--- config.mk ---
export PLATFORM = sky130hd
export DESIGN_NAME = pt_walker
export DESIGN_NICKNAME = d
export VERILOG_FILES = /design/src/rtl/ptw_pkg.sv /design/src/rtl/ptw_ctrl.sv /design/src/rtl/ptw_datapath.sv /design/src/rtl/pt_walker.sv
export SDC_FILE = /design/constraint.sdc
export NUM_CORES = 1
export LEC_CHECK = 0
export CORE_AREA = 5 5 129 131
export CTS_CLUSTER_SIZE = 16
export DETAILED_ROUTE_END_ITERATION = 7
export DIE_AREA = 0 0 134 136
export DONT_BUFFER_PORTS = 1
export HOLD_SLACK_MARGIN = 0.15
export PLACE_DENSITY_LB_ADDON = 0.08
export SKIP_LAST_GASP = 1
export SLEW_MARGIN = 20
export SYNTH_ARGS = -nofsm -noshare
export SYNTH_HDL_FRONTEND = slang
export SYNTH_SLANG_ARGS = --single-unit
--- constraint.sdc ---
create_clock -name clk -period 3.95 [get_ports clk]
set_input_delay 0 -clock clk [delete_from_list [all_inputs] [get_ports clk]]
set_output_delay 0 -clock clk [all_outputs]
set_load 0.02 [all_outputs]
--- src/rtl/ptw_pkg.sv ---
package ptw_pkg;
  localparam int VA_W   = 32;
  localparam int PA_W   = 36;
  localparam int CTX_W  = 4;
  localparam int ENT_W  = 32;
  localparam int PG_OFF = 12;
  localparam int L1_IDX = 8;
  localparam int L2_IDX = 6;
  localparam int L3_IDX = 6;
  // entry bit positions that the walker reads or updates
  localparam int BIT_CACHE = 7;
  localparam int BIT_MOD   = 6;
  localparam int BIT_REF   = 5;
  localparam int ACC_LSB   = 2;
  localparam int PPN_LSB   = 8;

  typedef enum logic [1:0] {
    ET_INVALID = 2'd0, ET_PTD = 2'd1, ET_PTE = 2'd2, ET_RESERVED = 2'd3
  } entry_type_e;

  typedef enum logic [1:0] {
    ACC_READ = 2'd0, ACC_WRITE = 2'd1, ACC_EXEC = 2'd2
  } acc_kind_e;

  typedef enum logic [1:0] {
    FK_NONE = 2'd0, FK_INVALID = 2'd1, FK_PROT = 2'd2
  } fault_kind_e;

  typedef enum logic [2:0] {
    S_IDLE, S_CTX, S_L1, S_L2, S_L3, S_CHECK, S_WRBACK, S_DONE
  } walk_state_e;

  typedef struct packed {
    logic loadReq;
    logic capture;
    logic descend;
    logic faultInv;
    logic faultProt;
  } ctl_strobe_t;

  // rights granted by an access code, returned as {read, write, exec}
  function automatic logic [2:0] codeRights(input logic [2:0] code, input logic user);
    logic [2:0] r;
    case (code)
      3'd0: r = 3'b100;
      3'd1: r = 3'b110;
      3'd2: r = 3'b101;
      3'd3: r = 3'b111;
      3'd4: r = 3'b001;
      3'd5: r = user ? 3'b100 : 3'b110;
      3'd6: r = user ? 3'b000 : 3'b101;
      default: r = user ? 3'b000 : 3'b111;
    endcase
    return r;
  endfunction
endpackage

--- src/rtl/ptw_ctrl.sv ---
module ptw_ctrl
  import ptw_pkg::*;
(
  input  logic        clk,
  input  logic        rstN,
  input  logic        reqValid,
  input  logic        memAck,
  input  logic [1:0]  rdType,
  input  logic        permOk,
  input  logic        needWb,
  output ctl_strobe_t strobe,
  output logic        memReq,
  output logic        memWe,
  output logic        done
);
  walk_state_e stateQ, stateD;
  logic walking;
  logic ptdOk, pteOk;

  assign walking = (stateQ == S_CTX) || (stateQ == S_L1) ||
                   (stateQ == S_L2)  || (stateQ == S_L3);
  assign ptdOk   = (rdType == ET_PTD) && (stateQ != S_L3);
  assign pteOk   = (rdType == ET_PTE) && (stateQ != S_CTX);

  always_comb begin
    stateD = stateQ;
    strobe = '0;
    case (stateQ)
      S_IDLE: begin
        if (reqValid) begin
          strobe.loadReq = 1'b1;
          stateD = S_CTX;
        end
      end
      S_CTX, S_L1, S_L2, S_L3: begin
        if (memAck) begin
          if (ptdOk) begin
            strobe.capture = 1'b1;
            strobe.descend = 1'b1;
            case (stateQ)
              S_CTX:   stateD = S_L1;
              S_L1:    stateD = S_L2;
              default: stateD = S_L3;
            endcase
          end else if (pteOk) begin
            strobe.capture = 1'b1;
            stateD = S_CHECK;
          end else begin
            strobe.faultInv = 1'b1;
            stateD = S_DONE;
          end
        end
      end
      S_CHECK: begin
        if (!permOk) begin
          strobe.faultProt = 1'b1;
          stateD = S_DONE;
        end else if (needWb) begin
          stateD = S_WRBACK;
        end else begin
          stateD = S_DONE;
        end
      end
      S_WRBACK: begin
        if (memAck) stateD = S_DONE;
      end
      S_DONE:  stateD = S_IDLE;
      default: stateD = S_IDLE;
    endcase
  end

  always_ff @(posedge clk or negedge rstN) begin
    if (!rstN) stateQ <= S_IDLE;
    else       stateQ <= stateD;
  end

  assign memReq = walking || (stateQ == S_WRBACK);
  assign memWe  = (stateQ == S_WRBACK);
  assign done   = (stateQ == S_DONE);
endmodule

--- src/rtl/ptw_datapath.sv ---
module ptw_datapath
  import ptw_pkg::*;
(
  input  logic              clk,
  input  logic              rstN,
  input  ctl_strobe_t       strobe,
  input  logic [VA_W-1:0]   reqVa,
  input  logic [CTX_W-1:0]  reqCtx,
  input  logic [PA_W-1:0]   ctxBase,
  input  logic [1:0]        reqKind,
  input  logic              reqUser,
  input  logic [ENT_W-1:0]  memRdata,
  output logic [1:0]        rdType,
  output logic              permOk,
  output logic              needWb,
  output logic [PA_W-1:0]   addrOut,
  output logic [ENT_W-1:0]  newEntry,
  output logic [PA_W-1:0]   physAddr,
  output logic              cacheable,
  output logic              fault,
  output logic [1:0]        faultKind,
  output logic [1:0]        faultLevel
);
  localparam int IDX_MAX  = L1_IDX;
  localparam int OFS_W    = IDX_MAX + 2;
  localparam int BASE_SH  = 6;           // clear 2 type bits, then shift by 4
  localparam int L1_LSB   = VA_W - L1_IDX;
  localparam int L2_LSB   = L1_LSB - L2_IDX;
  localparam int L3_LSB   = L2_LSB - L3_IDX;

  logic [VA_W-1:0]  vaQ;
  logic [1:0]       kindQ;
  logic             userQ;
  logic [PA_W-1:0]  addrQ;
  logic [ENT_W-1:0] entQ;
  logic [1:0]       levelQ;
  logic             faultQ;
  logic [1:0]       fkQ;
  logic [1:0]       flvQ;

  logic [IDX_MAX-1:0] nextIdx;
  logic [PA_W-1:0]    nextBase;
  logic [PA_W-1:0]    nextAddr;
  logic [PA_W-1:0]    ctxAddr;
  logic [2:0]         rights;
  logic [ENT_W-1:0]   markBits;
  logic [PA_W-1:0]    rawPa;

  // index into the table that the descriptor at levelQ points to
  always_comb begin
    case (levelQ)
      2'd0:    nextIdx = vaQ[VA_W-1:L1_LSB];
      2'd1:    nextIdx = IDX_MAX'(vaQ[L1_LSB-1:L2_LSB]);
      default: nextIdx = IDX_MAX'(vaQ[L2_LSB-1:L3_LSB]);
    endcase
  end

  assign nextBase = {memRdata[ENT_W-1:2], BASE_SH'(0)};
  assign nextAddr = nextBase + PA_W'({nextIdx, 2'b00});
  assign ctxAddr  = ctxBase + PA_W'({reqCtx, 2'b00});
  assign rdType   = memRdata[1:0];

  always_ff @(posedge clk or negedge rstN) begin
    if (!rstN) begin
      vaQ    <= '0;
      kindQ  <= '0;
      userQ  <= 1'b0;
      addrQ  <= '0;
      entQ   <= '0;
      levelQ <= '0;
      faultQ <= 1'b0;
      fkQ    <= FK_NONE;
      flvQ   <= '0;
    end else begin
      if (strobe.loadReq) begin
        vaQ    <= reqVa;
        kindQ  <= reqKind;
        userQ  <= reqUser;
        addrQ  <= ctxAddr;
        levelQ <= '0;
        faultQ <= 1'b0;
        fkQ    <= FK_NONE;
        flvQ   <= '0;
      end
      if (strobe.capture) entQ <= memRdata;
      if (strobe.descend) begin
        addrQ  <= nextAddr;
        levelQ <= levelQ + 2'd1;
      end
      if (strobe.faultInv) begin
        faultQ <= 1'b1;
        fkQ    <= FK_INVALID;
        flvQ   <= levelQ;
      end
      if (strobe.faultProt) begin
        faultQ <= 1'b1;
        fkQ    <= FK_PROT;
        flvQ   <= levelQ;
      end
    end
  end

  // permission against the captured entry
  assign rights = codeRights(entQ[ACC_LSB+2:ACC_LSB], userQ);
  always_comb begin
    case (kindQ)
      ACC_WRITE: permOk = rights[1];
      ACC_EXEC:  permOk = rights[0];
      default:   permOk = rights[2];
    endcase
  end

  // referenced always, modified on a write
  always_comb begin
    markBits = '0;
    markBits[BIT_REF] = 1'b1;
    markBits[BIT_MOD] = (kindQ == ACC_WRITE);
  end
  assign newEntry = entQ | markBits;
  assign needWb   = (newEntry != entQ);

  // page size follows the level the entry was found at
  always_comb begin
    case (levelQ)
      2'd1:    rawPa = {entQ[ENT_W-1:PPN_LSB+12], vaQ[L1_LSB-1:0]};
      2'd2:    rawPa = {entQ[ENT_W-1:PPN_LSB+6],  vaQ[L2_LSB-1:0]};
      default: rawPa = {entQ[ENT_W-1:PPN_LSB],    vaQ[PG_OFF-1:0]};
    endcase
  end

  assign addrOut    = addrQ;
  assign physAddr   = faultQ ? '0 : rawPa;
  assign cacheable  = entQ[BIT_CACHE] & ~faultQ;
  assign fault      = faultQ;
  assign faultKind  = fkQ;
  assign faultLevel = flvQ;
endmodule

--- src/rtl/pt_walker.sv ---
module pt_walker
  import ptw_pkg::*;
(
  input  logic              clk,
  input  logic              rstN,
  input  logic              reqValid,
  input  logic [VA_W-1:0]   reqVa,
  input  logic [CTX_W-1:0]  reqCtx,
  input  logic [PA_W-1:0]   ctxBase,
  input  logic [1:0]        reqKind,
  input  logic              reqUser,
  output logic              memReq,
  output logic              memWe,
  output logic [PA_W-1:0]   memAddr,
  output logic [ENT_W-1:0]  memWdata,
  input  logic              memAck,
  input  logic [ENT_W-1:0]  memRdata,
  output logic              done,
  output logic              fault,
  output logic [1:0]        faultKind,
  output logic [1:0]        faultLevel,
  output logic [PA_W-1:0]   physAddr,
  output logic              cacheable
);
  ctl_strobe_t strobe;
  logic [1:0]  rdType;
  logic        permOk;
  logic        needWb;

  ptw_ctrl u_ctrl (
    .clk(clk), .rstN(rstN), .reqValid(reqValid), .memAck(memAck),
    .rdType(rdType), .permOk(permOk), .needWb(needWb),
    .strobe(strobe), .memReq(memReq), .memWe(memWe), .done(done)
  );

  ptw_datapath u_dp (
    .clk(clk), .rstN(rstN), .strobe(strobe),
    .reqVa(reqVa), .reqCtx(reqCtx), .ctxBase(ctxBase),
    .reqKind(reqKind), .reqUser(reqUser), .memRdata(memRdata),
    .rdType(rdType), .permOk(permOk), .needWb(needWb),
    .addrOut(memAddr), .newEntry(memWdata),
    .physAddr(physAddr), .cacheable(cacheable),
    .fault(fault), .faultKind(faultKind), .faultLevel(faultLevel)
  );
endmodule

==> Word level (Yosys, flattened, before mapping) <==
Index checks and enable logic that the tools add are counted.
{ "totals": {"mem_bits_rw": 0, "latch_bits": 0, "mem_count": 0, "output_inout_bits": 113, "wordCells": 93, "rom_bits": 0, "in_bits": 111, "regBits": 113} }
{ "op_classes": {"muxes": 39, "n_shift": 0, "eq_ne": 25, "order_cmp": 0, "reduce_logical": 13, "add_sub_neg": 3, "multipliers": 0, "n_div": 0, "bitwise": 3} }
{ "ops": {"columns": ["op", "count"], "rows": [
  ["36-bit two-way mux", 3],
  ["24-bit case mux with 2 select lines", 1],
  ["36-bit by 10-bit adder with 36-bit output", 1],
  ["36-bit by 6-bit adder with 36-bit output", 1],
  ["32-bit != test", 1],
  ["32-bit by 7-bit OR with 32-bit output", 1],
  ["3-bit two-way mux", 9],
  ["3-bit == test (second input constant)", 7],
  ["3-bit case mux with 7 select lines", 1],
  ["2-bit two-way mux", 8],
  ["8-bit case mux with 2 select lines", 1],
  ["3-bit case mux with 5 select lines", 1],
  ["1-bit two-way mux", 13],
  ["3-bit by 2-bit == test with 1-bit output (second input constant)", 4],
  ["2-bit by 1-bit == test with 1-bit output (second input constant)", 3],
  ["2-bit == test (second input constant)", 3],
  ["3-bit by 1-bit == test with 1-bit output (second input constant)", 2],
  ["3-bit zero test", 2],
  ["3-bit case mux with 2 select lines", 1],
  ["1-bit logical OR", 4],
  ["2-bit != test (second input constant)", 2],
  ["4-bit OR reduction", 1],
  ["3-bit by 1-bit != test with 1-bit output (second input constant)", 1],
  ["3-bit != test (second input constant)", 1],
  ["10 further kinds", 11]
]} }

==> Depth between registers and ports, before layout <==
Gate-level depths: netlist of the first run.
{ "depth": {"depth_word": 8, "mapped_depth": 15, "depth_no_buf": 14} }

==> Cells and area by module <==
A second synthesis of the first run with hierarchy kept.
{ "hier_totals": {"cells_unflattened": 691, "area_unflattened_um2": 6834.1} }
{ "modules_own_cells": {"columns": ["module", "cells_each", "n_inst", "seq_area_each_um2", "area_per_inst_um2"], "rows": [
  ["ptw_datapath", 646, 1, 2752.6, 6444.9],
  ["ptw_ctrl", 45, 1, 75.1, 389.1]
]} }

==> Worst setup path after synthesis of the first run <==
Ideal clock, no wire load.
{ "synth_timing": {"path_kind": "register to register", "start": "register u_dp.levelQ[0]", "end": "register u_dp.addrQ[30], in the netlist u_dp.addrOut[30]", "path_stages_with_launch": 16, "arrival_ns": 3.037, "required_time_ns": 3.856, "setup_ns": 0.094, "path_buffers": 1, "slack_ns": 0.819, "synth_period_minus_slack_ns": 3.131, "path_cell_list": "dfrtp_1 inv_1 ha_1 clkbuf_1 nor2_1 nand2_1 nand2_1 ha_1 inv_1 fa_1 nand2b_1 o2bb2ai_1 nor4_2 nand3_1 xor2_1 a211oi_1"} }
{ "synth_between": {"elab_chain_len": 4, "elab_cells_between_ends": 5, "cone_classes": "add/sub (1); eq/ne (1); mux (2); reduce/logical (1)"} }
{ "synth_rtl": {"columns": ["element", "line", "rtl"], "rows": [
  ["start: declaration", "ptw_datapath.sv:36", "logic [1:0] levelQ;"],
  ["start signal: assignment", "ptw_datapath.sv:88", "levelQ <= levelQ + 2'd1;"],
  ["2-bit by 1-bit == test with 1-bit output or 2-bit zero test (tied branches)", "ptw_datapath.sv:51", "case (levelQ)"],
  ["8-bit case mux with 2 select lines (*)", "ptw_datapath.sv:51", null],
  ["36-bit by 10-bit adder with 36-bit output (*)", "ptw_datapath.sv:59", "assign nextAddr = nextBase + PA_W'({nextIdx, 2'b00});"],
  ["36-bit two-way mux (*)", "ptw_datapath.sv:86", "if (strobe.descend) begin"],
  ["end signal: assignment", "ptw_datapath.sv:79", "addrQ <= ctxAddr;"],
  ["end signal: assignment", "ptw_datapath.sv:87", "addrQ <= nextAddr;"],
  ["end: declaration", "ptw_datapath.sv:34", "logic [PA_W-1:0] addrQ;"]
]} }
Every way passes the cells marked *; elsewhere a longest branch is shown, timed or not.
A chain may end at the register's enable or synchronous reset.

==> Worst setup path after layout of the first run <==
Ends and elaborated chain as after synthesis.

==> flow_summary.toml, run 1 <==
[routing]
drc = 0
via_per_inst = 5.65
drt-initial-drc-count = 406
routed_wl_mm = 22.4
via_count = 6013
firstDrtPassIters = 4
ant_nets = 0
wl_per_cell_um = 21.0

[timing]
fin_crit_ps = 3600
setup_tns_ps = 0
finalHoldViolations = 0
setup_viol = 0
drv_slew = 0
fin_skew_ps = 5.71
rsz0062_at_grt = "false"
timing.fmax_mhz = 277
period_share_pct = 91.3
slew_headroom_pct = 41.2
whs_ps = 156
worst_pin_slew_ps = 881

[die]
coreArea_mm2 = 0.0155
io_pins = 224
dieHeight_um = 136
die-width_um = 134
dieArea_mm2 = 0.0182
num_rows = 46
start_util_pct = 43.4

[yosys]
ys_seq_elements = 113
syn-num-nets = 882
yosys-top-cells-area = "dfrtp_1 (42%), nand2_1 (8.7%), mux2_2 (5.0%), xnor2_1 (4.0%), buf_4 (3.5%)"
netlist_area_mm2 = 0.00672
netlist_instances = 756
postSynth.asyncResetShare_pct = 100
synth_top_area_share_pct = 42.1
synth_edf_count = 0
ys_types = 59
yosysWarnings = 0
synth_top_area_cell = "dfrtp_1"
ys_seq_area_share_pct = 42.1
ys.flop_type = "dfrtp_1"
avgSynthCellArea_um2 = 8.89

[clock_tree]
clk_path_buf_depth = 2
cts_tree = "built"
ctsResizeCount = 0
cts.htree.levels = 4
clkTransAtPathRegs_ps = 60
cts.sinks = 113
clock_latency_ps = 420
numCtsBuffers = 17
cts_root_buf = "clkbuf_16"

[critical_path]
crit_type = "reg2reg"
cp-start-kind = "flip-flop"
rrSetupSlack_ps = 350
arrival_ps = 3920
critPathRequiredTime_ps = 4270
cp-end-kind = "flip-flop"
crit_fanout = 9

[pwr]
power_uw = 6440
p_leak_uw = 0.00367
power.density_mw_per_mm2 = 728
ir_drop_v = 0.000424

[run]
maxCapViolations = 0

[hold_path]
hold_class = "in2reg"

[global_routing]
antenna_found_initial = 0
grt_overflow_total = 0
grt_use_total_pct = 24.7
grt_max_degree = 114
grt_pass1_wl_mm = 34.7
grt_pass1_vias = 6238

[final_layout]
design.final.nets = 986
multi_input_comb_area_mm2 = 0.00345
drive_gt1_share_pct = 9.85
fillCellCount = 1330
diodes = 0
seq_area_mm2 = 0.00283
area_delta_synth_final_pct = 31.5

[placed_design]
gp_congestion = 0.860
portBuffers = 0
dp_hpwl_mm = 15.2

[outcome]
status = "complete, no violations"
-- cells in the mapped netlist, drive strengths merged, types with 15 or more instances --
master / n
a21oi: 26
a22oi: 15
buf: 41
clkbuf: 32
dfrtp: 113
mux2: 30
nand2: 155
nand3: 40
nand4: 15
nor2: 37
nor2b: 31
nor3: 17
o21ai: 21
xnor2: 31
xor2: 23
-- final timing paths --
path | from | endpoint | depth (start not counted)
worst max-delay path | u_dp.levelQ[0] | u_dp.addrOut[30] | 14
worst min-delay path | reqValid | u_dp.vaQ[4] | 4
worst max register to register | u_dp.levelQ[0] | u_dp.addrOut[30] | 14
worst min register to register | u_dp.vaQ[2] | u_dp.vaQ[2] | 2
max in group asynchronous | rstN | u_dp.addrOut[14] | 2
min in group asynchronous | rstN | u_dp.kindQ[1] | 2
-- registers in the layout, indices dropped and copies added, names as in the netlist --
signal / count
u_ctrl.stateQ: 3
u_dp.addrOut: 36
u_dp.entQ: 32
u_dp.fault: 1
u_dp.faultKind: 2
u_dp.faultLevel: 2
u_dp.kindQ: 2
u_dp.levelQ: 2
u_dp.userQ: 1
u_dp.vaQ: 32
-- critical path: stages, from the launching register on --
cell	delay, ps
dfrtp_1	390
inv_1	90
ha_1	310
nor2_1	320
nand2_1	90
nand2_1	70
ha_1	180
inv_1	60
fa_1	400
nand2b_1	160
o2bb2ai_1	280
nor4_2	590
nand3_1	160
xor2_1	160
a211oi_1	230
-- cell families (layout without fill, tap and decap cells) --
family                   count (synthesis)  count (layout)  synth area share (%)
XOR/XNOR                                54              54                  7.03
flip-flops                             113             113                  42.1
AO/OA/AOI/OAI                          114             114                  11.4
multiplexers                            33              33                  5.47
adder cells (fa/ha/maj)                 16              16                  3.16
buffers and inverters                   87             204                  6.77
other                                    1               1                0.0558
AND/OR/NAND/NOR                        338             338                  24.0
-- power by group --
group	internal [uW]	total, uW	switching, uW
clock	1240	1810	564
sequential	1700	2720	1010
combinational	892	1920	1020
total	3840	6440	2600
-- repair_timing --
item                      CTS  global route
hold buffers              150             0
hold endpoints to repair  223             0
setup buffers               0             0
-- routing by layer --
| layer | routed length [um] | GRT usage (%) | share of wire [%] |
|---|---|---|---|
| met1 | 9350 | 31.3 | 42 |
| met2 | 10700 | 40.3 | 48 |
| met3 | 1780 | 7.51 | 8.0 |
| met4 | 553 | 8.51 | 2.5 |
| met5 | 0 | 0 | 0 |
-- stage by stage --
stage               utilization (%)  instances  setup slack [ps]  area (um^2)
CTS                            57.1       1065               353         8840
global placement               42.8        883               544         6630
global route                   57.1       1065              29.6         8840
floorplan                         -        756               819         6720
finish                         57.1       1065               346         8840
detailed placement             42.8        883               369         6630
-- layout by cell type (no fill, tap or decap), types with 15 or more instances in the layout --
master         count
clkbuf_16         17
nor3_1            17
a22oi_1           15
o21ai_0           20
dlygate4sd3_1    149
xor2_1            23
xnor2_1           31
nor2b_1           31
nand4_1           15
nor2_1            35
a21oi_1           26
nand3_1           39
nand2_1          154
dfrtp_1          112
mux2_2            30
-- area by class of cell --
class                   instances  share of cell area (%)
inverters                      14                   0.594
well taps                     192                    2.72
flip-flops and latches        113                    32.0
clock inverters                15                    2.99
repair buffers                158                    17.9
multi-input cells             556                    39.0
clock buffers                  17                    4.81
No activity file was read; power rests on OpenSTA's default activity.
==> run 2: changes to the inputs <==
clock period = 4.1 ns   (was 3.95 ns; I/O delays follow)
==> flow_summary.toml, run 2 (same netlist as run 1, synthesis figures left out) <==
[routing]
ant_nets = 0
firstDrtPassIters = 5
routed_wl_mm = 22.8
via_count = 6109
drt-initial-drc-count = 352
via_per_inst = 5.71
drc = 0
wl_per_cell_um = 21.3

[die]
num_rows = 46
dieArea_mm2 = 0.0182
start_util_pct = 43.4
coreArea_mm2 = 0.0155
die-width_um = 134
io_pins = 224
dieHeight_um = 136

[clock_tree]
post_cts_buffers = 0
cts.htree.levels = 4
numCtsBuffers = 17
clkTransAtPathRegs_ps = 50
cts_tree = "built"
cts.sinks = 113
cts_root_buf = "clkbuf_16"
clk_path_buf_depth = 2
clock_latency_ps = 420

[pwr]
power.density_mw_per_mm2 = 671
p_leak_uw = 0.00364
ir_drop_v = 0.000315

[final_layout]
final_cell_mix = "nand2_1 (154), dlygate4sd3_1 (154), dfrtp_1 (112)"
largest_reg_flops = 36
diodes = 0
multi_input_comb_area_mm2 = 0.00346
drive_gt1_share_pct = 9.69
design.final.nets = 991
seq_area_mm2 = 0.00283
area_delta_synth_final_pct = 30.3
fillCellCount = 1369

[placed_design]
dp_hpwl_mm = 15.2
gp_congestion = 0.868
portBuffers = 0
pre_cts_ws_ps = 580

[critical_path]
arrival_ps = 4140
critPathRequiredTime_ps = 4450
cpMaxStageDelayCell = "dlygate4sd3_1"
cp-start-kind = "flip-flop"
rrSetupSlack_ps = 300
crit_chain = "inv_1 -> ha_1 -> nor2_2 -> nand2_1 -> nand2_1 -> ha_1 -> inv_1 -> fa_1 -> nand2b_1 -> o2bb2ai_1 -> nor4_4 -> xnor2_1 -> o22ai_1 -> a21oi_1 -> dlygate4sd3_1"
cp-end-kind = "flip-flop"
crit_fanout = 9
crit_type = "reg2reg"
critPathMaxStageDelay_ps = 560

[timing]
setup_viol = 0
fin_skew_ps = 11.0
slew_headroom_pct = 39.7
drv_slew = 0
fin_ws_ps = 302
setup_tns_ps = 0
fin_crit_ps = 3800
timing.fmax_mhz = 263
worst_pin_slew_ps = 902
finalHoldViolations = 0
period_share_pct = 92.6
rsz0062_at_grt = "false"

[global_routing]
use_met3_pct = 7.18
grt_pass1_vias = 6295
grt_overflow_total = 0
grt_use_total_pct = 25.2
grt_max_degree = 114
grt_busiest_layer = "met2"
use_met1_pct = 32.6
grt_pass1_wl_mm = 35.4
antenna_found_initial = 0
met2_usage_pct = 41.1

[run]
maxCapViolations = 0

[outcome]
status = "complete, no violations"

[hold_path]
hold_class = "in2reg"
[run 2: cell count changes in the layout (fill, tap and decap cells not counted), sizes merged]
cell	previous run	this run
bufinv	7	1
clkinv	4	6
clkbuf	17	20
dlygate4sd3	149	154
[run 2: worst paths after layout]
| kind | startpoint | end | cells after the start |
|---|---|---|---|
| min | reqValid | u_dp.vaQ[31] | 4 |
| min reg2reg | u_dp.vaQ[10] | u_dp.vaQ[10] | 2 |
| max reg2reg | u_dp.levelQ[0] | u_dp.addrOut[28] | 15 |
| min in group asynchronous | rstN | u_dp.entQ[4] | 2 |
| max in group asynchronous | rstN | u_dp.addrOut[20] | 2 |
| max | u_dp.levelQ[0] | u_dp.addrOut[28] | 15 |
[run 2: worst max-delay path: cells and delay by family, from the launching register on]
kind	cells	cell delay, ps
AOI/OAI and AO/OA	3	550
xor gates and xnor gates	1	170
adders and majority gates	3	880
buffers and inverters	3	720
DFF	1	380
and+or+nand+nor	5	1030
[run 2: where the power goes]
| group | switching, uW | total [uW] | internal [uW] | leakage (uW) |
|---|---|---|---|---|
| combinational | 1000 | 1880 | 873 | 0.00200 |
| sequential | 983 | 2620 | 1640 | 0.00137 |
| clock | 528 | 1380 | 853 | 0.000263 |
[run 2: layer usage]
layer  vias up  part of all wire [%]
li1       2791                     -
met1      3015                    42
met2       271                    48
met3        32                   8.1
met4         0                   1.8
met5         -                     0
[run 2: timing repair]
| item | 4_1_cts | 5_1_grt |
|---|---|---|
| hold buffers | 155 | 0 |
| hold endpoints to repair | 223 | 0 |
| resized for setup | 0 | 2 |
| setup endpoints to repair | 0 | 1 |
[run 2: final cells by class]
type | instances | share of cell area [%]
clock buffer | 20 | 5.21
sequential | 113 | 32.3
timing repair buffer | 163 | 18.6
inverter | 14 | 0.600
tap | 192 | 2.74
multi-input combinational | 556 | 39.5
clock inverter | 11 | 1.03
[run 2: through the flow]
step | area (um^2) | hold slack [ps] | total power [uW] | util, % | std cells
floorplan | 6720 | -296 | 3970 | - | 756
global placement | 6630 | -292 | 4210 | 42.8 | 883
detailed placement | 6630 | -292 | 4270 | 42.8 | 883
CTS | 8750 | 151 | 5890 | 56.5 | 1069
global route | 8760 | 182 | 6250 | 56.6 | 1069
finish | 8760 | 160 | 5880 | 56.6 | 1069
==> run 3: changes to the inputs <==
CORE_AREA = 5 5 130 132   (was 5 5 129 131)
DIE_AREA = 0 0 135 137   (was 0 0 134 136)
SYNTH_HIERARCHICAL = 1   (was unset)
==> flow_summary.toml, run 3 <==
[routing]
drt-initial-drc-count = 427
via_per_inst = 5.56
firstDrtPassIters = 5
routed_wl_mm = 21.6
via_count = 5586
ant_nets = 0
wl_per_cell_um = 21.5
drc = 0

[pwr]
power_uw = 6390
intPower_uw = 3770
combPwrFrac_pct = 32.4
pwr-share-seq_pct = 41.3
power.density_mw_per_mm2 = 732
switching_share_pct = 41.0
p_leak_uw = 0.00352
ir_drop_v = 0.000340
clock_power_share_pct = 26.2
switching_power_uw = 2620

[final_layout]
drive_gt1_share_pct = 15.0
final_common_cell = "dlygate4sd3_1"
design.final.nets = 902
final_area_mm2 = 0.00873
final_util_pct = 56.0
diodes = 0
final_cell_mix = "dlygate4sd3_1 (128), dfrtp_1 (113), mux2_2 (65)"
largest_reg_flops = 36
area_delta_synth_final_pct = 27.7

[clock_tree]
clock_latency_ps = 420
cts_hold_buf = 129
ctsResizeCount = 0
numCtsBuffers = 17
clk_path_buf_depth = 2
cts_root_buf = "clkbuf_16"
cts.sinks = 113
cts.htree.levels = 4
clkTransAtPathRegs_ps = 50
cts_tree = "built"
post_cts_buffers = 0

[timing]
worst_pin_slew_ps = 760
timing.fmax_mhz = 273
whs_ps = 172
fin_crit_ps = 3660
fin_skew_ps = 6.48
slew_headroom_pct = 49.0
setup_tns_ps = 0
drv_slew = 0
setup_viol = 0
period_share_pct = 89.2
rsz0062_at_grt = "false"
finalHoldViolations = 0

[global_routing]
grt_pass1_vias = 5640
grt_pass1_wl_mm = 33.1
antenna_found_initial = 0
grt_max_degree = 114
grt_use_total_pct = 23.1
grt_overflow_total = 0

[critical_path]
arrival_ps = 3950
critPathRequiredTime_ps = 4400
cp-start-kind = "flip-flop"
r2r_start = "u_dp/levelQ[0]"
cp-end-kind = "flip-flop"
cp-startpoint = "u_dp/levelQ[0]"
crit_type = "reg2reg"
crit_fanout = 9

[yosys]
postSynth.asyncResetShare_pct = 100
ys_seq_area_share_pct = 41.4
yosysWarnings = 6
synth_most_common_cell = "dfrtp_1"
synth_top_area_cell = "dfrtp_1"
yosys-top-cells-area = "dfrtp_1 (41%), mux2_2 (11%), buf_4 (3.7%), xnor2_1 (3.5%), xor2_1 (3.3%)"
ys_types = 62
ys_top_cells_by_count = "dfrtp_1 (113), mux2_2 (65), nor2_1 (45), nand2_1 (37), buf_4 (34)"
ys_seq_elements = 113
netlist_area_mm2 = 0.00683
synth_edf_count = 0
syn-num-nets = 817
netlist_instances = 691
synth_top_area_share_pct = 41.4
avgSynthCellArea_um2 = 9.89
ys.flop_type = "dfrtp_1"

[die]
die-width_um = 135
dieHeight_um = 137
start_util_pct = 43.8
io_pins = 224
num_rows = 46
dieArea_mm2 = 0.0185
coreArea_mm2 = 0.0156

[hold_path]
holdCritStartpoint = "ctxBase[26]"
hold_class = "in2reg"

[placed_design]
portBuffers = 0
gp_congestion = 0.858
dp_hpwl_mm = 15.2
place_area_mm2 = 0.00676

[run]
maxCapViolations = 0

[outcome]
status = "complete, no violations"
==> run 3: worst paths after layout <==
kind	end	slack [ps]	cells after the start
max	u_dp/addrOut[34]	440	15
min reg2reg	u_dp/vaQ[31]	510	1
max in group asynchronous	u_dp/entQ[28]	3450	2
min	u_dp/addrOut[27]	170	4
min in group asynchronous	u_ctrl/stateQ[2]	180	2
max reg2reg	u_dp/addrOut[34]	440	15
==> run 3: metrics by stage <==
| stage | worst slack, ps | instances |
|---|---|---|
| finish | 444 | 1005 |
| global route | 72.7 | 1005 |
| CTS | 437 | 1005 |
| detailed placement | 792 | 844 |
| global placement | 973 | 844 |
| floorplan | 1200 | 691 |
==> run 3: worst max-delay path, cell delays in order, from the launching register on <==
cell	delay (ps)
dfrtp_1	370
inv_1	90
ha_1	310
nor2_1	310
nand2_1	90
nand2_1	90
ha_1	190
inv_1	70
fa_1	400
nand2b_1	180
a21o_1	220
nor4_1	330
xor2_1	110
nand2_1	90
o221ai_1	100
dlygate4sd3_1	590
==> run 3: power groups by stage <==
| stage | Clock, uW | Combinational (uW) | Sequential, uW |
|---|---|---|---|
| after floorplan | 0 | 2030 | 2180 |
| after global placement | 0 | 1820 | 2660 |
| after detailed placement | 0 | 1890 | 2660 |
| after CTS | 1710 | 2070 | 2650 |
| after global routing | 1760 | 2280 | 2720 |
| final | 1680 | 2070 | 2640 |
==> run 3: cells by family after synthesis <==
logic type                 synth area share [%]
and+or+nand+nor                            16.6
AOI/OAI and AO/OA                          13.2
DFF                                        41.4
buffers and inverters                      6.96
muxes                                      12.0
xor gates and xnor gates                   6.79
adders and majority gates                  2.97
other                                    0.0549
==> run 3: per-layer routing <==
metal  up-vias  track usage (%)  share of wire (%)
li1       2617                -                  -
met1      2707             30.6                 44
met2       246             36.5                 46
met3        16             8.57                9.3
met4         0             5.10               0.83
met5         -                0                  0
==> run 3: cell type report <==
type	instances	area, um^2
multi-input combinational	490	3540
fill	1359	6870
inverter	20	75.1
clock buffer	17	425
clock inverter	15	240
timing repair buffer	134	1350
tap	216	270
sequential	113	2830
